$ cat config.mk
export PLATFORM = sky130hd
export DESIGN_NAME = seg_addr_decoder
export DESIGN_NICKNAME = d
export VERILOG_FILES = /design/src/rtl/segdec_pkg.sv /design/src/rtl/seg_region_match.sv /design/src/rtl/iso_flag_reg.sv /design/src/rtl/seg_addr_decoder.sv
export SDC_FILE = /design/constraint.sdc
export NUM_CORES = 1
export LEC_CHECK = 0
export BUFFER_PORTS_ARGS = -buffer_cell sky130_fd_sc_hd__buf_2
export CORE_AREA = 2 2 89 91
export CTS_CLUSTER_DIAMETER = 80
export DETAILED_ROUTE_END_ITERATION = 6
export DIE_AREA = 0 0 91 93
export GPL_TIMING_DRIVEN = 0
export SETUP_SLACK_MARGIN = 0.2
export SYNTH_ARGS = -nofsm -noshare
export SYNTH_HDL_FRONTEND = slang
export SYNTH_SLANG_ARGS = --single-unit
$ cat constraint.sdc
create_clock -name clk -period 2.5 [get_ports clk]
set_clock_uncertainty 0.2 [all_clocks]
set_input_delay 0 -clock clk [delete_from_list [all_inputs] [get_ports clk]]
set_output_delay 0 -clock clk [all_outputs]
set_load 0.02 [all_outputs]
$ cat src/rtl/segdec_pkg.sv
package segdec_pkg;
   typedef enum logic [1:0] {
      SZ_BYTE = 2'd0,
      SZ_HALF = 2'd1,
      SZ_WORD = 2'd2
   } acc_size_e;

   typedef struct packed {
      logic ram;
      logic rom;
      logic io;
      logic ctl;
   } region_sel_t;
endpackage

$ cat src/rtl/seg_region_match.sv
module seg_region_match #(
   parameter int PAGE_W        = 16,
   parameter int SEG_BITS      = 3,
   parameter int NUM_SEGS      = 3,
   parameter logic [NUM_SEGS*SEG_BITS-1:0] SEG_CODES = {3'b101, 3'b100, 3'b000},
   parameter int RAM_WIN_PAGES = 128,
   parameter int ROM_BASE      = 'h1FC0,
   parameter int ROM_PAGES     = 8,
   parameter int IO_PAGE       = 'h1F80,
   localparam int LOW_W        = PAGE_W - SEG_BITS
) (
   input  logic [PAGE_W-1:0] page,
   output logic              ram_hit,
   output logic              rom_hit,
   output logic              io_hit
);
   logic [NUM_SEGS-1:0] seg_hit;
   logic [LOW_W-1:0]    low;
   logic                any_seg;

   if (RAM_WIN_PAGES + 0 > (1 << LOW_W)) begin : g_bad_win
      $error("RAM window larger than a segment");
   end
   if (ROM_BASE + ROM_PAGES > (1 << LOW_W)) begin : g_bad_rom
      $error("ROM range leaves the segment");
   end
   if (ROM_BASE < RAM_WIN_PAGES) begin : g_bad_overlap
      $error("ROM range overlaps RAM window");
   end

   assign low = page[LOW_W-1:0];

   for (genvar s = 0; s < NUM_SEGS; s++) begin : g_seg
      assign seg_hit[s] = (page[PAGE_W-1 -: SEG_BITS] == SEG_CODES[s*SEG_BITS +: SEG_BITS]);
   end

   assign any_seg = |seg_hit;
   assign ram_hit = any_seg && (low < LOW_W'(RAM_WIN_PAGES));
   assign rom_hit = any_seg && (low >= LOW_W'(ROM_BASE)) && (low < LOW_W'(ROM_BASE + ROM_PAGES));
   assign io_hit  = (page == PAGE_W'(IO_PAGE));
endmodule

$ cat src/rtl/iso_flag_reg.sv
module iso_flag_reg #(
   parameter int          DATA_W = 32,
   parameter logic [31:0] SET_A  = 32'h0000_0800,
   parameter logic [31:0] SET_B  = 32'h0000_0804,
   parameter logic [31:0] CLR_A  = 32'h0000_0000,
   parameter logic [31:0] CLR_B  = 32'h0001_E988
) (
   input  logic              clk,
   input  logic              rst_n,
   input  logic              ctl_wr,
   input  logic [DATA_W-1:0] wdata,
   output logic              iso
);
   logic set_val, clr_val;

   if (DATA_W < 17) begin : g_bad_w
      $error("data width too small for control codes");
   end

   assign set_val = (wdata == DATA_W'(SET_A)) || (wdata == DATA_W'(SET_B));
   assign clr_val = (wdata == DATA_W'(CLR_A)) || (wdata == DATA_W'(CLR_B));

   always_ff @(posedge clk or negedge rst_n) begin
      if (!rst_n)                  iso <= 1'b0;
      else if (ctl_wr && set_val)  iso <= 1'b1;
      else if (ctl_wr && clr_val)  iso <= 1'b0;
   end

   AST_ISO_SET: assert property (@(posedge clk) disable iff (!rst_n)
      ctl_wr && ((wdata == DATA_W'(SET_A)) || (wdata == DATA_W'(SET_B))) |=> iso);
   AST_ISO_CLR: assert property (@(posedge clk) disable iff (!rst_n)
      ctl_wr && ((wdata == DATA_W'(CLR_A)) || (wdata == DATA_W'(CLR_B))) |=> !iso);
   AST_ISO_HOLD: assert property (@(posedge clk) disable iff (!rst_n)
      !ctl_wr |=> $stable(iso));
endmodule

$ cat src/rtl/seg_addr_decoder.sv
module seg_addr_decoder
   import segdec_pkg::*;
#(
   parameter int          ADDR_W        = 32,
   parameter int          PAGE_W        = 16,
   parameter int          RAM_PAGES     = 32,
   parameter int          RAM_WIN_PAGES = 128,
   parameter int          ROM_BASE      = 'h1FC0,
   parameter int          ROM_PAGES     = 8,
   parameter int          IO_PAGE       = 'h1F80,
   parameter logic [31:0] CTL_ADDR      = 32'hFFFE_0130,
   localparam int PG_OFS_W  = ADDR_W - PAGE_W,
   localparam int RAM_OFS_W = $clog2(RAM_PAGES) + PG_OFS_W,
   localparam int ROM_OFS_W = $clog2(ROM_PAGES) + PG_OFS_W
) (
   input  logic                 clk,
   input  logic                 rst_n,
   input  logic                 req_valid,
   input  logic                 req_write,
   input  logic [1:0]           size,
   input  logic [ADDR_W-1:0]    addr,
   input  logic [31:0]          wdata,
   input  logic [31:0]          bus_rdata,
   output logic                 sel_ram,
   output logic                 sel_rom,
   output logic                 sel_io,
   output logic                 sel_ctl,
   output logic                 ram_we,
   output logic [RAM_OFS_W-1:0] ram_offset,
   output logic [ROM_OFS_W-1:0] rom_offset,
   output logic [PG_OFS_W-1:0]  io_offset,
   output logic [ADDR_W-1:0]    ram_fwd_addr,
   output logic [31:0]          rd_data,
   output logic                 iso_active
);
   if (ADDR_W != 32) begin : g_bad_aw
      $error("address width must be 32");
   end
   if ((RAM_PAGES & (RAM_PAGES - 1)) != 0 || RAM_PAGES > RAM_WIN_PAGES) begin : g_bad_ram
      $error("RAM pages must be a power of two within the window");
   end
   if ((ROM_PAGES & (ROM_PAGES - 1)) != 0) begin : g_bad_rompg
      $error("ROM pages must be a power of two");
   end

   logic [PAGE_W-1:0] page;
   logic              ram_hit, rom_hit, io_hit;
   logic              is_word_wr, low_page, iso_drop, ctl_wr;
   region_sel_t       sel;

   assign page = addr[ADDR_W-1 -: PAGE_W];

   seg_region_match #(
      .PAGE_W       (PAGE_W),
      .SEG_BITS     (3),
      .NUM_SEGS     (3),
      .SEG_CODES    ({3'b101, 3'b100, 3'b000}),
      .RAM_WIN_PAGES(RAM_WIN_PAGES),
      .ROM_BASE     (ROM_BASE),
      .ROM_PAGES    (ROM_PAGES),
      .IO_PAGE      (IO_PAGE)
   ) u_match (
      .page   (page),
      .ram_hit(ram_hit),
      .rom_hit(rom_hit),
      .io_hit (io_hit)
   );

   assign is_word_wr = req_valid && req_write && (acc_size_e'(size) == SZ_WORD);
   assign low_page   = (page == '0);
   assign ctl_wr     = is_word_wr && (addr == CTL_ADDR);

   iso_flag_reg #(.DATA_W(32)) u_iso (
      .clk   (clk),
      .rst_n (rst_n),
      .ctl_wr(ctl_wr),
      .wdata (wdata),
      .iso   (iso_active)
   );

   assign iso_drop = is_word_wr && low_page && iso_active;

   always_comb begin
      sel     = '0;
      sel.ram = req_valid && ram_hit && !iso_drop;
      sel.rom = req_valid && rom_hit && !req_write;
      sel.io  = req_valid && io_hit;
      sel.ctl = ctl_wr;
   end

   assign sel_ram      = sel.ram;
   assign sel_rom      = sel.rom;
   assign sel_io       = sel.io;
   assign sel_ctl      = sel.ctl;
   assign ram_we       = sel.ram && req_write;
   assign ram_offset   = addr[RAM_OFS_W-1:0];
   assign rom_offset   = addr[ROM_OFS_W-1:0];
   assign io_offset    = addr[PG_OFS_W-1:0];
   assign ram_fwd_addr = (req_write && (acc_size_e'(size) == SZ_WORD) && low_page)
                         ? {1'b1, addr[ADDR_W-2:0]} : addr;
   assign rd_data      = (req_valid && !req_write && (sel.ram || sel.rom || sel.io))
                         ? bus_rdata : 32'h0;

   AST_SEL_ONEHOT: assert property (@(posedge clk) disable iff (!rst_n)
      $onehot0({sel_ram, sel_rom, sel_io, sel_ctl}));
   AST_IDLE_NOSEL: assert property (@(posedge clk) disable iff (!rst_n)
      !req_valid |-> !(sel_ram || sel_rom || sel_io || sel_ctl));
   AST_ROM_NO_WRITE: assert property (@(posedge clk) disable iff (!rst_n)
      req_write |-> !sel_rom);
   AST_UNMAPPED_ZERO: assert property (@(posedge clk) disable iff (!rst_n)
      !(sel_ram || sel_rom || sel_io) |-> rd_data == 32'h0);
   AST_WE_NEEDS_SEL: assert property (@(posedge clk) disable iff (!rst_n)
      ram_we |-> sel_ram && req_write);
   AST_ISO_DROP: assert property (@(posedge clk) disable iff (!rst_n)
      iso_active && req_valid && req_write && size == 2'd2 && addr[31:16] == 16'h0
      |-> !ram_we && !sel_ram);
endmodule

==> summary.md <==
| Metric | Value |
|---|---|
| CP bufs+invs | `2` |
| RSZ-0062 raised after global routing | `false` |
| Ranking of synthesized cells by area | `buf_4, and2_1, nor4_1, nand4_1, dfrtp_1` |
| Cell Area, Synth | `~1200 um2` |
| R2R cell count | `2` |
| Synthesized instance count | `~180` |
| Reg2reg end | `u_iso.iso` |
| CP max FO | `10` |
| EDFF count, synth | `0` |
| Cell family with most CP delay | `simple AND/OR/NAND/NOR gates` |
| ANT cells | `0` |
| Reg clk slew, reported paths | `0 ps` |
| I/O Buffers | `227` |
| Leakage power | `between 1.5 and 2 nW` |
| Dpl ws | `350 ps` |
| Via count | `1,911` |
| Synthesized net count | `278` |
| Synth warn | `0` |
| Sequential share of the synthesized area | `2.02%` |
| WP data arrival | `between 1500 and 2000 ps` |
| Slowest Stage Delay on Critical Path | `380 ps` |
| Die Wd | `91 um` |
| Post_cts resized | `0` |
| Cells on Worst Hold Path | `3` |
| Setup Viol. Count Final | `0` |
| Largest regs | `u_iso.iso: 1 flops` |
| MaxCap Viol Count | `0` |
| Post-synthesis register bit count | `1` |
| Async SR Flop Fraction | `100%` |
| Peak supply drop | `~0.052 mV` |
| Final WL | `5250 um` |
| Layout cells sized above 1 | `~79%` |
| Total track usage | `10.5%` |
| Largest Register | `u_iso.iso` |
| PwrDens | `between 150 and 200 nW/um2` |
| Core Box Area | `roughly 7500 um2` |
| Detailed Routing Iterations Pass 1 | `4` |
| Skew-Pair Late Insertion Delay | `0 ps` |
| Syn Area/Cell | `7.05 um2` |
| Pins Over Slew Limit | `0` |
| Antenna violations before repair | `0` |
| Top Ports | `228` |
| Footprint of the multi-input gates | `526 um2` |
| Crit start category | `flop` |
| Layout fillers | `827` |
| Wire length per cell | `10.4 um` |
| Status | `finished clean` |
| DP HPWL | `4880 um` |
| Min-Delay Path Class | `in2reg` |
| Die span in y | `approximately 93 um` |
| Worst flop-to-flop path startpoint | `u_iso.iso` |
| Count of cell types in the netlist | `27` |
| Post-DRT Antenna Nets | `0` |
| Worst EP required | `approximately 2300 ps` |
| Setup TNS | `0 ps` |
| Setup CP Type | `reg2out` |
| Cells after DPL | `505` |
| Worst hold start | `wdata[11]` |
| GRT overflow | `0` |
| Worst setup EP type | `output port` |
| Commonest cells in the synthesized netlist | `buf_4, and2_1, nor4_1` |
| Final period util | `between 80% and 90%` |
| # nets final | `508` |
| Crit-path slowest cell | `o311a_2` |
| Rows | `32` |
| Via count of the first global-routing pass | `1,637` |
| Post-CTS Setup Inserts | `0` |
| Area leader, netlist | `buf_4` |
| GPL Wtd Cong | `0.807` |
| Area grow syn2layout | `103%` |
| Final hold viol count | `0` |
| Main synth FF type | `dfrtp_1` |
| Max FFs per register | `1` |
| Yosys top cell area share | `between 50% and 60%` |
| Initial Util | `around 16%` |
| Final std cells w/o fill | `506` |
| Seq. cell area | `25.0 um2` |
| Worst Hold Path EP | `u_iso.iso` |
| Most common cell in the netlist | `buf_4` |
| F_max | `around 470 MHz` |
| Flop2flop setup slack | `1580 ps` |
| Worst rel slew slack | `74.3%` |
| Die Area | `8460 um2` |
| Tightest Pin Transition | `approximately 380 ps` |
| DRC errors left | `0` |
| Minimum clock period | `2110 ps` |
| Largest net degree at the start of global routing | `11` |
| First-pass GRT wire length | `roughly 7500 um` |
| Post-route setup slack | `388 ps` |
| Iteration-0 DRC Markers | `39` |
| DR vias/cell | `between 3 and 4` |
| CP Cell Sequence | `nor4b_1 -> nand4_1 -> and4_1 -> o311a_2 -> buf_4 -> and2_1 -> buf_2` |
## final cells by class
class,count,share of cell area [%]
repair buffers,228,45.6
well taps,102,5.07
flip-flops and latches,1,0.995
inverters,4,0.597
multi-input cells,81,20.9
plain buffers,90,26.9
## cells by family (layout without fill, tap and decap cells)
family / count (synthesis) / after routing / synth area share [%]
AND/OR/NAND/NOR: 76 / 76 / 39.3
AO/OA/AOI/OAI: 5 / 5 / 3.02
flip-flops: 1 / 1 / 2.02
buffers and inverters: 94 / 322 / 55.6
## through the flow
stage	hold slack, ps	total power [mW]	util, %	area [um2]
after global routing	98.5	0.431	33.4	2510
after detailed placement	-423	0.405	33.3	2500
after floorplan	-496	0.234	-	1240
after CTS	78.5	0.407	33.4	2510
final	75.0	0.404	33.4	2510
after global placement	-425	0.402	33.3	2500
## worst reg2reg max path, delay by kind of cell (launching register included)
kind	cells	cell delay, ps
flip-flops	1	380
AO/OA/AOI/OAI	2	190
## repair_timing
item	4_1_cts	5_1_grt
hold endpoints to repair	1	0
hold buffers	1	0
endpoints found under the setup margin	0	0
## worst max-delay path by stage
stage,start,end,slack (ps),cells after the start
after global routing,u_iso.iso,rd_data[17],220,7
after CTS,u_iso.iso,rd_data[20],330,7
final,u_iso.iso,rd_data[20],390,7
after detailed placement,u_iso.iso,rd_data[20],350,7
after global placement,u_iso.iso,rd_data[20],340,7
after floorplan,u_iso.iso,rd_data[10],480,6
## layout by cell type (no fill, tap or decap), types with 2 or more instances in the layout
cell type,netlist,routed
nand2_1,4,4
nand3_1,3,3
and2_1,34,34
nand4_1,6,6
nor4_1,8,8
buf_4,90,90
and3_1,2,2
inv_1,4,4
or4_1,2,2
and4_1,2,2
nor3_1,5,5
buf_2,0,227
## power by group
| part | total (mW) | leakage, nW | switching (mW) | internal (mW) |
|---|---|---|---|---|
| clock network | 0 | 0 | 0 | 0 |
| registers | 0.0165 | 0.0140 | 0 | 0.0165 |
| logic | 0.387 | 1.60 | 0.192 | 0.195 |
| total | 0.404 | 1.61 | 0.192 | 0.212 |
## routing by layer
layer / part of all wire, % / up-vias / global-route usage, %
met5: 0 / - / 0
met4: 0.61 / 0 / 0.505
met3: 12 / 4 / 2.42
met2: 50 / 138 / 20.4
met1: 37 / 808 / 12.2
li1: - / 961 / -
No activity file was read; power rests on OpenSTA's default activity.
